$ cat src/rtl/tckgen_pkg.sv
package tckgen_pkg;

  typedef enum logic [1:0] {
    TCK_FREE  = 2'd0,
    TCK_GATED = 2'd1,
    TCK_HOST  = 2'd2
  } tck_mode_e;

  // Code 3 is folded onto gated operation.
  function automatic tck_mode_e decode_mode(input logic [1:0] code);
    case (code)
      2'd0:    return TCK_FREE;
      2'd2:    return TCK_HOST;
      default: return TCK_GATED;
    endcase
  endfunction

endpackage

$ cat src/rtl/tckgen_divider.sv
module tckgen_divider #(
  parameter int DIV_W = 4
) (
  input  logic             clk_i,
  input  logic             rst_ni,
  input  logic [DIV_W-1:0] div_i,
  input  logic             restart_i,
  input  logic             park_i,
  output logic             term_o
);

  logic [DIV_W-1:0] cnt_q;
  logic [DIV_W-1:0] lim_q;

  always_ff @(posedge clk_i) begin
    if (!rst_ni) begin
      cnt_q <= '0;
      lim_q <= '0;
    end else if (park_i) begin
      cnt_q <= div_i;
      lim_q <= div_i;
    end else if (restart_i) begin
      cnt_q <= '0;
      lim_q <= div_i;
    end else if (cnt_q != lim_q) begin
      cnt_q <= cnt_q + 1'b1;
    end
  end

  assign term_o = (cnt_q == lim_q);

  // Half-period counter never passes the limit latched for this half
  assert_cnt_in_range_R2: assert property (@(posedge clk_i) disable iff (!rst_ni)
    cnt_q <= lim_q);

endmodule

$ cat src/rtl/tckgen_ctrl.sv
module tckgen_ctrl
  import tckgen_pkg::*;
(
  input  logic       clk_i,
  input  logic       rst_ni,
  input  logic [1:0] mode_i,
  input  logic       act_req_i,
  input  logic       host_wr_i,
  input  logic       host_tck_i,
  input  logic       tck_i,
  input  logic       term_i,
  output logic [1:0] mode_o,
  output logic       div_restart_o,
  output logic       div_park_o,
  output logic       tck_we_o,
  output logic       tck_d_o,
  output logic       cap_seq_o,
  output logic       cap_host_o
);

  tck_mode_e mode_q;
  tck_mode_e req_mode;
  logic      switch_ok;
  logic      do_switch;

  assign req_mode  = decode_mode(mode_i);
  assign switch_ok = !tck_i && ((mode_q == TCK_HOST) || term_i);
  assign do_switch = switch_ok && (req_mode != mode_q);

  always_comb begin
    div_restart_o = 1'b0;
    div_park_o    = 1'b0;
    tck_we_o      = 1'b0;
    tck_d_o       = 1'b0;
    cap_seq_o     = 1'b0;
    cap_host_o    = 1'b0;
    if (do_switch) begin
      div_park_o = 1'b1;
    end else if (mode_q == TCK_HOST) begin
      div_park_o = 1'b1;
      if (host_wr_i) begin
        tck_we_o   = 1'b1;
        tck_d_o    = host_tck_i;
        cap_host_o = 1'b1;
      end
    end else if (term_i) begin
      if (tck_i) begin
        tck_we_o      = 1'b1;
        tck_d_o       = 1'b0;
        div_restart_o = 1'b1;
        cap_seq_o     = 1'b1;
      end else if ((mode_q == TCK_FREE) || act_req_i) begin
        tck_we_o      = 1'b1;
        tck_d_o       = 1'b1;
        div_restart_o = 1'b1;
      end else begin
        div_park_o = 1'b1;
      end
    end
  end

  always_ff @(posedge clk_i) begin
    if (!rst_ni) begin
      mode_q <= TCK_GATED;
    end else if (do_switch) begin
      mode_q <= req_mode;
    end
  end

  assign mode_o = mode_q;

  // Mode register holds while the clock is high
  assert_mode_hold_high_R8: assert property (@(posedge clk_i) disable iff (!rst_ni)
    tck_i |=> $stable(mode_q));

  // Gated mode without a request leaves the clock resting low
  assert_gated_rest_R3: assert property (@(posedge clk_i) disable iff (!rst_ni)
    (mode_q == TCK_GATED && !tck_i && !act_req_i) |=> !tck_i);

  // Host mode: the clock moves only on a host write
  assert_host_only_R6: assert property (@(posedge clk_i) disable iff (!rst_ni)
    (mode_q == TCK_HOST && !host_wr_i) |=> $stable(tck_i));

  // Code 3 never reaches the mode register
  assert_no_code3_R10: assert property (@(posedge clk_i) disable iff (!rst_ni)
    mode_q != 2'd3);

endmodule

$ cat src/rtl/tckgen_phase.sv
module tckgen_phase (
  input  logic clk_i,
  input  logic rst_ni,
  input  logic we_i,
  input  logic d_i,
  output logic tck_o,
  output logic rise_o,
  output logic fall_o
);

  logic tck_q;
  logic rise_q;
  logic fall_q;

  always_ff @(posedge clk_i) begin
    if (!rst_ni) begin
      tck_q  <= 1'b0;
      rise_q <= 1'b0;
      fall_q <= 1'b0;
    end else begin
      rise_q <= we_i && d_i && !tck_q;
      fall_q <= we_i && !d_i && tck_q;
      if (we_i) begin
        tck_q <= d_i;
      end
    end
  end

  assign tck_o  = tck_q;
  assign rise_o = rise_q;
  assign fall_o = fall_q;

  assert_rise_marks_edge_R5: assert property (@(posedge clk_i) disable iff (!rst_ni)
    rise_o |-> (tck_q && !$past(tck_q)));

  assert_fall_marks_edge_R5: assert property (@(posedge clk_i) disable iff (!rst_ni)
    fall_o |-> (!tck_q && $past(tck_q)));

  assert_strobes_exclusive_R5: assert property (@(posedge clk_i) disable iff (!rst_ni)
    !(rise_o && fall_o));

endmodule

$ cat src/rtl/tckgen_lines.sv
module tckgen_lines (
  input  logic clk_i,
  input  logic rst_ni,
  input  logic cap_seq_i,
  input  logic cap_host_i,
  input  logic seq_tms_i,
  input  logic seq_tdo_i,
  input  logic host_tms_i,
  input  logic host_tdo_i,
  output logic tms_o,
  output logic tdo_o
);

  logic tms_q;
  logic tdo_q;

  always_ff @(posedge clk_i) begin
    if (!rst_ni) begin
      tms_q <= 1'b0;
      tdo_q <= 1'b0;
    end else if (cap_host_i) begin
      tms_q <= host_tms_i;
      tdo_q <= host_tdo_i;
    end else if (cap_seq_i) begin
      tms_q <= seq_tms_i;
      tdo_q <= seq_tdo_i;
    end
  end

  assign tms_o = tms_q;
  assign tdo_o = tdo_q;

  assert_one_source_R7: assert property (@(posedge clk_i) disable iff (!rst_ni)
    !(cap_host_i && cap_seq_i));

endmodule

$ cat src/rtl/tck_clkgen.sv
module tck_clkgen
  import tckgen_pkg::*;
#(
  parameter int DIV_W = 4
) (
  input  logic             clk_i,
  input  logic             rst_ni,
  input  logic [1:0]       mode_i,
  input  logic [DIV_W-1:0] div_i,
  input  logic             act_req_i,
  input  logic             host_wr_i,
  input  logic             host_tck_i,
  input  logic             host_tms_i,
  input  logic             host_tdo_i,
  input  logic             seq_tms_i,
  input  logic             seq_tdo_i,
  output logic             tck_o,
  output logic             rise_o,
  output logic             fall_o,
  output logic             tms_o,
  output logic             tdo_o,
  output logic [1:0]       mode_o
);

  logic term;
  logic div_restart;
  logic div_park;
  logic tck_we;
  logic tck_d;
  logic cap_seq;
  logic cap_host;

  tckgen_divider #(.DIV_W(DIV_W)) u_div (
    .clk_i     (clk_i),
    .rst_ni    (rst_ni),
    .div_i     (div_i),
    .restart_i (div_restart),
    .park_i    (div_park),
    .term_o    (term)
  );

  tckgen_ctrl u_ctrl (
    .clk_i         (clk_i),
    .rst_ni        (rst_ni),
    .mode_i        (mode_i),
    .act_req_i     (act_req_i),
    .host_wr_i     (host_wr_i),
    .host_tck_i    (host_tck_i),
    .tck_i         (tck_o),
    .term_i        (term),
    .mode_o        (mode_o),
    .div_restart_o (div_restart),
    .div_park_o    (div_park),
    .tck_we_o      (tck_we),
    .tck_d_o       (tck_d),
    .cap_seq_o     (cap_seq),
    .cap_host_o    (cap_host)
  );

  tckgen_phase u_phase (
    .clk_i  (clk_i),
    .rst_ni (rst_ni),
    .we_i   (tck_we),
    .d_i    (tck_d),
    .tck_o  (tck_o),
    .rise_o (rise_o),
    .fall_o (fall_o)
  );

  tckgen_lines u_lines (
    .clk_i      (clk_i),
    .rst_ni     (rst_ni),
    .cap_seq_i  (cap_seq),
    .cap_host_i (cap_host),
    .seq_tms_i  (seq_tms_i),
    .seq_tdo_i  (seq_tdo_i),
    .host_tms_i (host_tms_i),
    .host_tdo_i (host_tdo_i),
    .tms_o      (tms_o),
    .tdo_o      (tdo_o)
  );

  // In a clocked mode, the lines move only together with a fall strobe
  assert_lines_on_fall_R7: assert property (@(posedge clk_i) disable iff (!rst_ni)
    (mode_o != TCK_HOST) ##1 !fall_o |-> ($stable(tms_o) && $stable(tdo_o)));

endmodule

$ cat config.mk
export PLATFORM = sky130hd
export DESIGN_NAME = tck_clkgen
export DESIGN_NICKNAME = d
export VERILOG_FILES = /design/src/rtl/tckgen_pkg.sv /design/src/rtl/tckgen_divider.sv /design/src/rtl/tckgen_ctrl.sv /design/src/rtl/tckgen_phase.sv /design/src/rtl/tckgen_lines.sv /design/src/rtl/tck_clkgen.sv
export SDC_FILE = /design/constraint.sdc
export NUM_CORES = 1
export LEC_CHECK = 0
export ABC_AREA = 1
export BUFFER_PORTS_ARGS = -buffer_cell sky130_fd_sc_hd__buf_2
export CAP_MARGIN = 10
export CORE_MARGIN = 2
export CORE_UTILIZATION = 50
export CTS_BUF_LIST = sky130_fd_sc_hd__clkbuf_16
export DETAILED_ROUTE_END_ITERATION = 7
export PLACE_DENSITY_LB_ADDON = 0.15
export SLEW_MARGIN = 20
export SYNTH_ARGS = -nofsm -noshare
export SYNTH_HDL_FRONTEND = slang
export SYNTH_SLANG_ARGS = --single-unit
$ cat constraint.sdc
create_clock -name clk_i -period 2.04 [get_ports clk_i]
set_clock_uncertainty 0.05 [all_clocks]
set_input_delay 0.306 -clock clk_i [delete_from_list [all_inputs] [get_ports clk_i]]
set_output_delay 0.306 -clock clk_i [all_outputs]
set_load 0.05 [all_outputs]
-- Word-level counts from Yosys, hierarchy flattened
Index checks and enable logic that the tools add are counted.
- $add $sub $neg: 1
- eq/ne operators: 5
- mux-type cells: 34
- reductions and logical operators: 15
- operators by type and width (kind ; number):
    $mux W1 ; 28
    $mux W4 ; 5
    $logic_and A1 B1 Y1 ; 6
    $add A4 B1 Y4 const B ; 1
    $eq A2 B2 Y1 const B ; 2
    $eq A4 B4 Y1 ; 1
    $logic_not A2 Y1 ; 2
    $ne A4 B4 Y1 ; 1
    $pmux W2 S2 ; 1
    $reduce_bool A2 Y1 ; 2
    $reduce_bool A3 Y1 ; 1
    $logic_not A1 Y1 ; 2
    $logic_or A1 B1 Y1 ; 2
    $ne A2 B2 Y1 ; 1
- register bits after elaboration: 15
- output and inout port bits: 7
- logic and storage cells: 63

-- Logic depth before layout (Yosys ltp)
- depth after elaboration: 10
- gate-level depth with buffers: 12

-- Modules after synthesis
From an unflattened synthesis, not the netlist that was laid out.
- cells, all modules: 148
- area, all modules: 925.9 µm²
- by module, submodules not included (module ; instances ; cells each ; area an instance (µm²) ; seq. area each (µm²)):
    tckgen_divider ; 1 ; 78 ; 500.5 ; 160.2
    tckgen_ctrl ; 1 ; 42 ; 230.2 ; 40.0
    tckgen_lines ; 1 ; 16 ; 100.1 ; 40.0
    tckgen_phase ; 1 ; 12 ; 95.1 ; 60.1

-- Worst setup path after synthesis
Ideal clock, no wire load.
- path type: register -> register
- start point: reg u_ctrl.mode_q[1] (netlist: u_ctrl.mode_o[1])
- end point: reg u_ctrl.mode_q[0] (netlist: u_ctrl.mode_o[0])
- arrival: 1.538 ns
- setup slack: 0.321 ns
- stages on the path, launching flop included: 9
- cells stage by stage: dfxtp_1 inv_1 nor2_2 inv_1 nand2_4 inv_1 buf_4 o21ai_1 nand3_1
- cells in the longest elaborated chain, start to end: 4
- elaborated cells between the ends (all ways): 5
- those cells by class: 2 x eq/ne; 3 x reduce/logical
- ends and longest elaborated chain (item ; RTL line ; text):
    start, declared ; tckgen_ctrl.sv:21 ; tck_mode_e mode_q;
    start signal, assigned ; tckgen_ctrl.sv:66 ; mode_q <= req_mode;
    $eq A2 B2 Y1 ; tckgen_ctrl.sv:27 ; assign switch_ok = !tck_i && ((mode_q == TCK_HOST) || term_i);
    $logic_or A1 B1 Y1 ; tckgen_ctrl.sv:27 ;
    $logic_and A1 B1 Y1 ; tckgen_ctrl.sv:27 ;
    $logic_and A1 B1 Y1 * ; tckgen_ctrl.sv:28 ; assign do_switch = switch_ok && (req_mode != mode_q);
Every way passes the cells marked *; elsewhere a longest branch is shown, timed or not.
A chain may end at the register's enable or synchronous reset.

-- Final worst setup path
- start point: reg u_div.cnt_q[0]
- end point: reg u_lines.tdo_q (netlist: u_lines.tdo_o)
- cells in the longest elaborated chain, start to end: 6
- elaborated cells between the ends (all ways): 10
- those cells by class: 1 x eq/ne; 5 x mux; 4 x reduce/logical
- ends and longest elaborated chain (item ; RTL line ; text):
    start, declared ; tckgen_divider.sv:12 ; logic [DIV_W-1:0] cnt_q;
    start signal, assigned ; tckgen_divider.sv:20 ; cnt_q <= div_i;
    start signal, assigned ; tckgen_divider.sv:26 ; cnt_q <= cnt_q + 1'b1;
    $eq A4 B4 Y1 * ; tckgen_divider.sv:30 ; assign term_o = (cnt_q == lim_q);
    $logic_or A1 B1 Y1 ; tckgen_ctrl.sv:27 ;
    $logic_and A1 B1 Y1 ; tckgen_ctrl.sv:27 ;
    $logic_and A1 B1 Y1 ; tckgen_ctrl.sv:28 ;
    $mux W1 ; tckgen_ctrl.sv:37 ; if (do_switch) begin
    $mux W1 or $reduce_bool A2 Y1 (tied branches) ; n/a ;
    end signal, assigned ; tckgen_lines.sv:23 ; tdo_q <= host_tdo_i;
    end signal, assigned ; tckgen_lines.sv:26 ; tdo_q <= seq_tdo_i;
    end, declared ; tckgen_lines.sv:15 ; logic tdo_q;
Marked as above.

==> reports/results.ini <==
[cts]
clock-sinks = 15
insertion_delay_ns = 0.24
cts_htree_levels = 1
cts_made_buffers = 3
cts_hold_buffers = 0
root_buffer = clkbuf_16
cts-resized-gates = 0
cts_setup_buffers = 0
cts.reportedPaths.clkPinSlew_ns = 0.05
cts_tree = built
clockBufferDepth = 2

[worst_setup_path]
end_kind = register
crit_chain = inv_1 > nand2_1 > nand2_1 > nor2_1 > nand2_2 > nand2_4 > nand3_4 > nand3_1 > nand2_1 > nor2_1 > nor2_2
cpMostUsedCell = nand2_1
timing.rr.end = u_lines.tdo_o
rrSetupSlack_ns = 0.48
cp.arrival_ns = 1.65
slowest_delay_ns = 0.37
r2r_start = u_div.cnt_q[0]
crit_fanout = 9
cp_slowest_cell = dfxtp_1
cp.required_ns = 2.13
path_class = register to register
reg2reg_depth = 11
cp-start-kind = register

[synthesis]
synth_area_leaders = dfxtp_1 (36%), nand2_1 (14%), a21oi_1 (8.5%)
yosys_register_bits = 15
post-synth-top-area-cell = dfxtp_1
synthDistinctLibCells = 24
synthArstFlopShare = 0
synth_edf_count = 0
synth_area_um2 = 828
synthTopCellsByCount = nand2_1 (31), inv_1 (17), dfxtp_1 (15)
synthFlopType = dfxtp_1
yosysMostFrequentCell = nand2_1
synth_cells = 120
synth.yosys.seq_area_share = 0.363
avgSynthCellArea_um2 = 6.90
ys.warnings.count = 0
synth_top_area_frac = 0.363
synth_fp_nets = 136

[cells_and_area]
multi_input_area_um2 = 449
drive_above_1_share = 0.252
fin_area_um2 = 1020
synthToLayoutAreaGrowth_pct = 23.3
antenna_cells = 0
seqCellArea_um2 = 300
finalNetCount = 160
utilization = 0.670
fill_cells = 145

[sta]
worst_pin_slew_ns = 0.354
hold_viol_final = 0
fmax_mhz = 641
relSlewSlack = 0.764
rsz0062_at_grt = false
whs_ns = 0.204
finalCritPeriodShare = 0.764
finalSetupTns_ns = 0
setup_viol = 0
slew_violations = 0
min_period_ns = 1.56

[die]
rows = 14
die_w_um = 44.7
io_pins = 22
core_um2 = 1520
die_h_um = 44.7
dieArea_um2 = 2000
start_util = 0.544

[hold_path]
hold_class = input pin to register
whs_path_depth = 2
worstHoldEndpoint = u_phase.fall_o
hold_start = host_tck_i

[pwr]
p_per_area_nw_per_um2 = 1730
vdd_ir_drop_max_mv = 1.05
p_leak_nw = 0.506
finalPower_w = 0.00177

[placed_design]
hpwl_mm = 1.40
io_buffers = 21
place_area_um2 = 942
globalplace.congestion = 0.871

[global_route]
antenna_found_initial = 0
grt_usage = 0.210
gr-total-overflow = 0
grt_max_degree = 14
grt_pass1_wl_mm = 3.06
grt_pass1_vias = 744

[run]
drv_cap = 0

[drt]
first_iter_violations = 20
drtAntennaViolNets = 0
totalWireLength_mm = 1.86
wl_per_cell_um = 11.7
drc = 0
via_count = 812
dr.pass1.iters = 4
vias_per_cell = 5.11

[status]
outcome = completed

## where the power goes
part           switching, W  internal [W]
Combinational      0.000642      0.000274
Clock              0.000116      0.000259
Sequential        0.0000808      0.000398
## cells by family after synthesis
family                     after synthesis  synth area share
DFF                                     15             0.363
AOI/OAI and AO/OA                       23             0.144
buffers and inverters                   20            0.0952
xor gates and xnor gates                 3            0.0317
adders and majority gates                1            0.0151
and+or+nand+nor                         58             0.352
## how the worst max path moves through the flow
stage,endpoint,from,cells past startpoint,slack [ns]
CTS,u_lines.tdo_o,u_div.cnt_q[0],11,0.46
global route,u_lines.tdo_o,u_div.cnt_q[0],11,0.27
global placement,u_lines.tdo_o,u_div.cnt_q[0],11,0.55
finish,u_lines.tdo_o,u_div.cnt_q[0],11,0.48
detailed placement,u_lines.tdo_o,u_div.cnt_q[0],11,0.49
floorplan,u_ctrl.mode_o[0],u_ctrl.mode_o[1],8,0.32
## worst max-delay path: cells and delay by family, from the launching register on
family	cells	cell delay, ns
and+or+nand+nor	10	0.96
DFF	1	0.37
buffers and inverters	1	0.08
## placed cells by master, fill, tap and decap left out
| cell type | synthesis | final |
|---|---|---|
| a21oi_1 | 14 | 14 |
| buf_2 | 0 | 21 |
| clkbuf_16 | 0 | 3 |
| dfxtp_1 | 15 | 15 |
| ha_1 | 1 | 1 |
| inv_1 | 17 | 18 |
| inv_2 | 1 | 1 |
| nand2_1 | 31 | 31 |
| nand2_2 | 2 | 2 |
| nand2_4 | 2 | 2 |
| nand3_1 | 6 | 6 |
| nand3_2 | 1 | 1 |
| nand3_4 | 1 | 1 |
| nand3b_1 | 2 | 2 |
| nand4_1 | 1 | 1 |
| nor2_1 | 7 | 7 |
| nor2_2 | 4 | 4 |
| nor3_2 | 1 | 1 |
| o21ai_0 | 6 | 6 |
| o21ai_1 | 1 | 1 |
| o22ai_1 | 1 | 1 |
| o31ai_1 | 1 | 1 |
| xnor2_1 | 1 | 1 |
| xor2_1 | 2 | 2 |
## sequential cells by signal (all words and copies together) (netlist names)
signal	flops
u_div.cnt_q	4
u_div.lim_q	4
u_ctrl.mode_o	2
u_lines.tdo_o	1
u_lines.tms_o	1
u_phase.fall_o	1
u_phase.rise_o	1
u_phase.tck_o	1
## stage by stage
stage                     worst slack (ns)  cells
after floorplan                      0.321    120
after global placement               0.554    155
after detailed placement             0.487    155
after CTS                            0.464    159
after global routing                 0.270    159
final                                0.481    159
## area by class of cell
class | instances | area share
Clock buffer | 3 | 0.0735
Clock inverter | 1 | 0.00368
Inverter | 18 | 0.0662
Multi-Input combinational cell | 85 | 0.440
Sequential cell | 15 | 0.294
Tap cell | 16 | 0.0196
Timing Repair Buffer | 21 | 0.103
## layer usage
| layer | wire [um] | global-route usage |
|---|---|---|
| met5 | 0 | 0 |
| met4 | 13 | 0.0727 |
| met3 | 39 | 0.0360 |
| met2 | 970 | 0.374 |
| met1 | 839 | 0.252 |
Note: power is estimated with default switching activity, not from simulation.
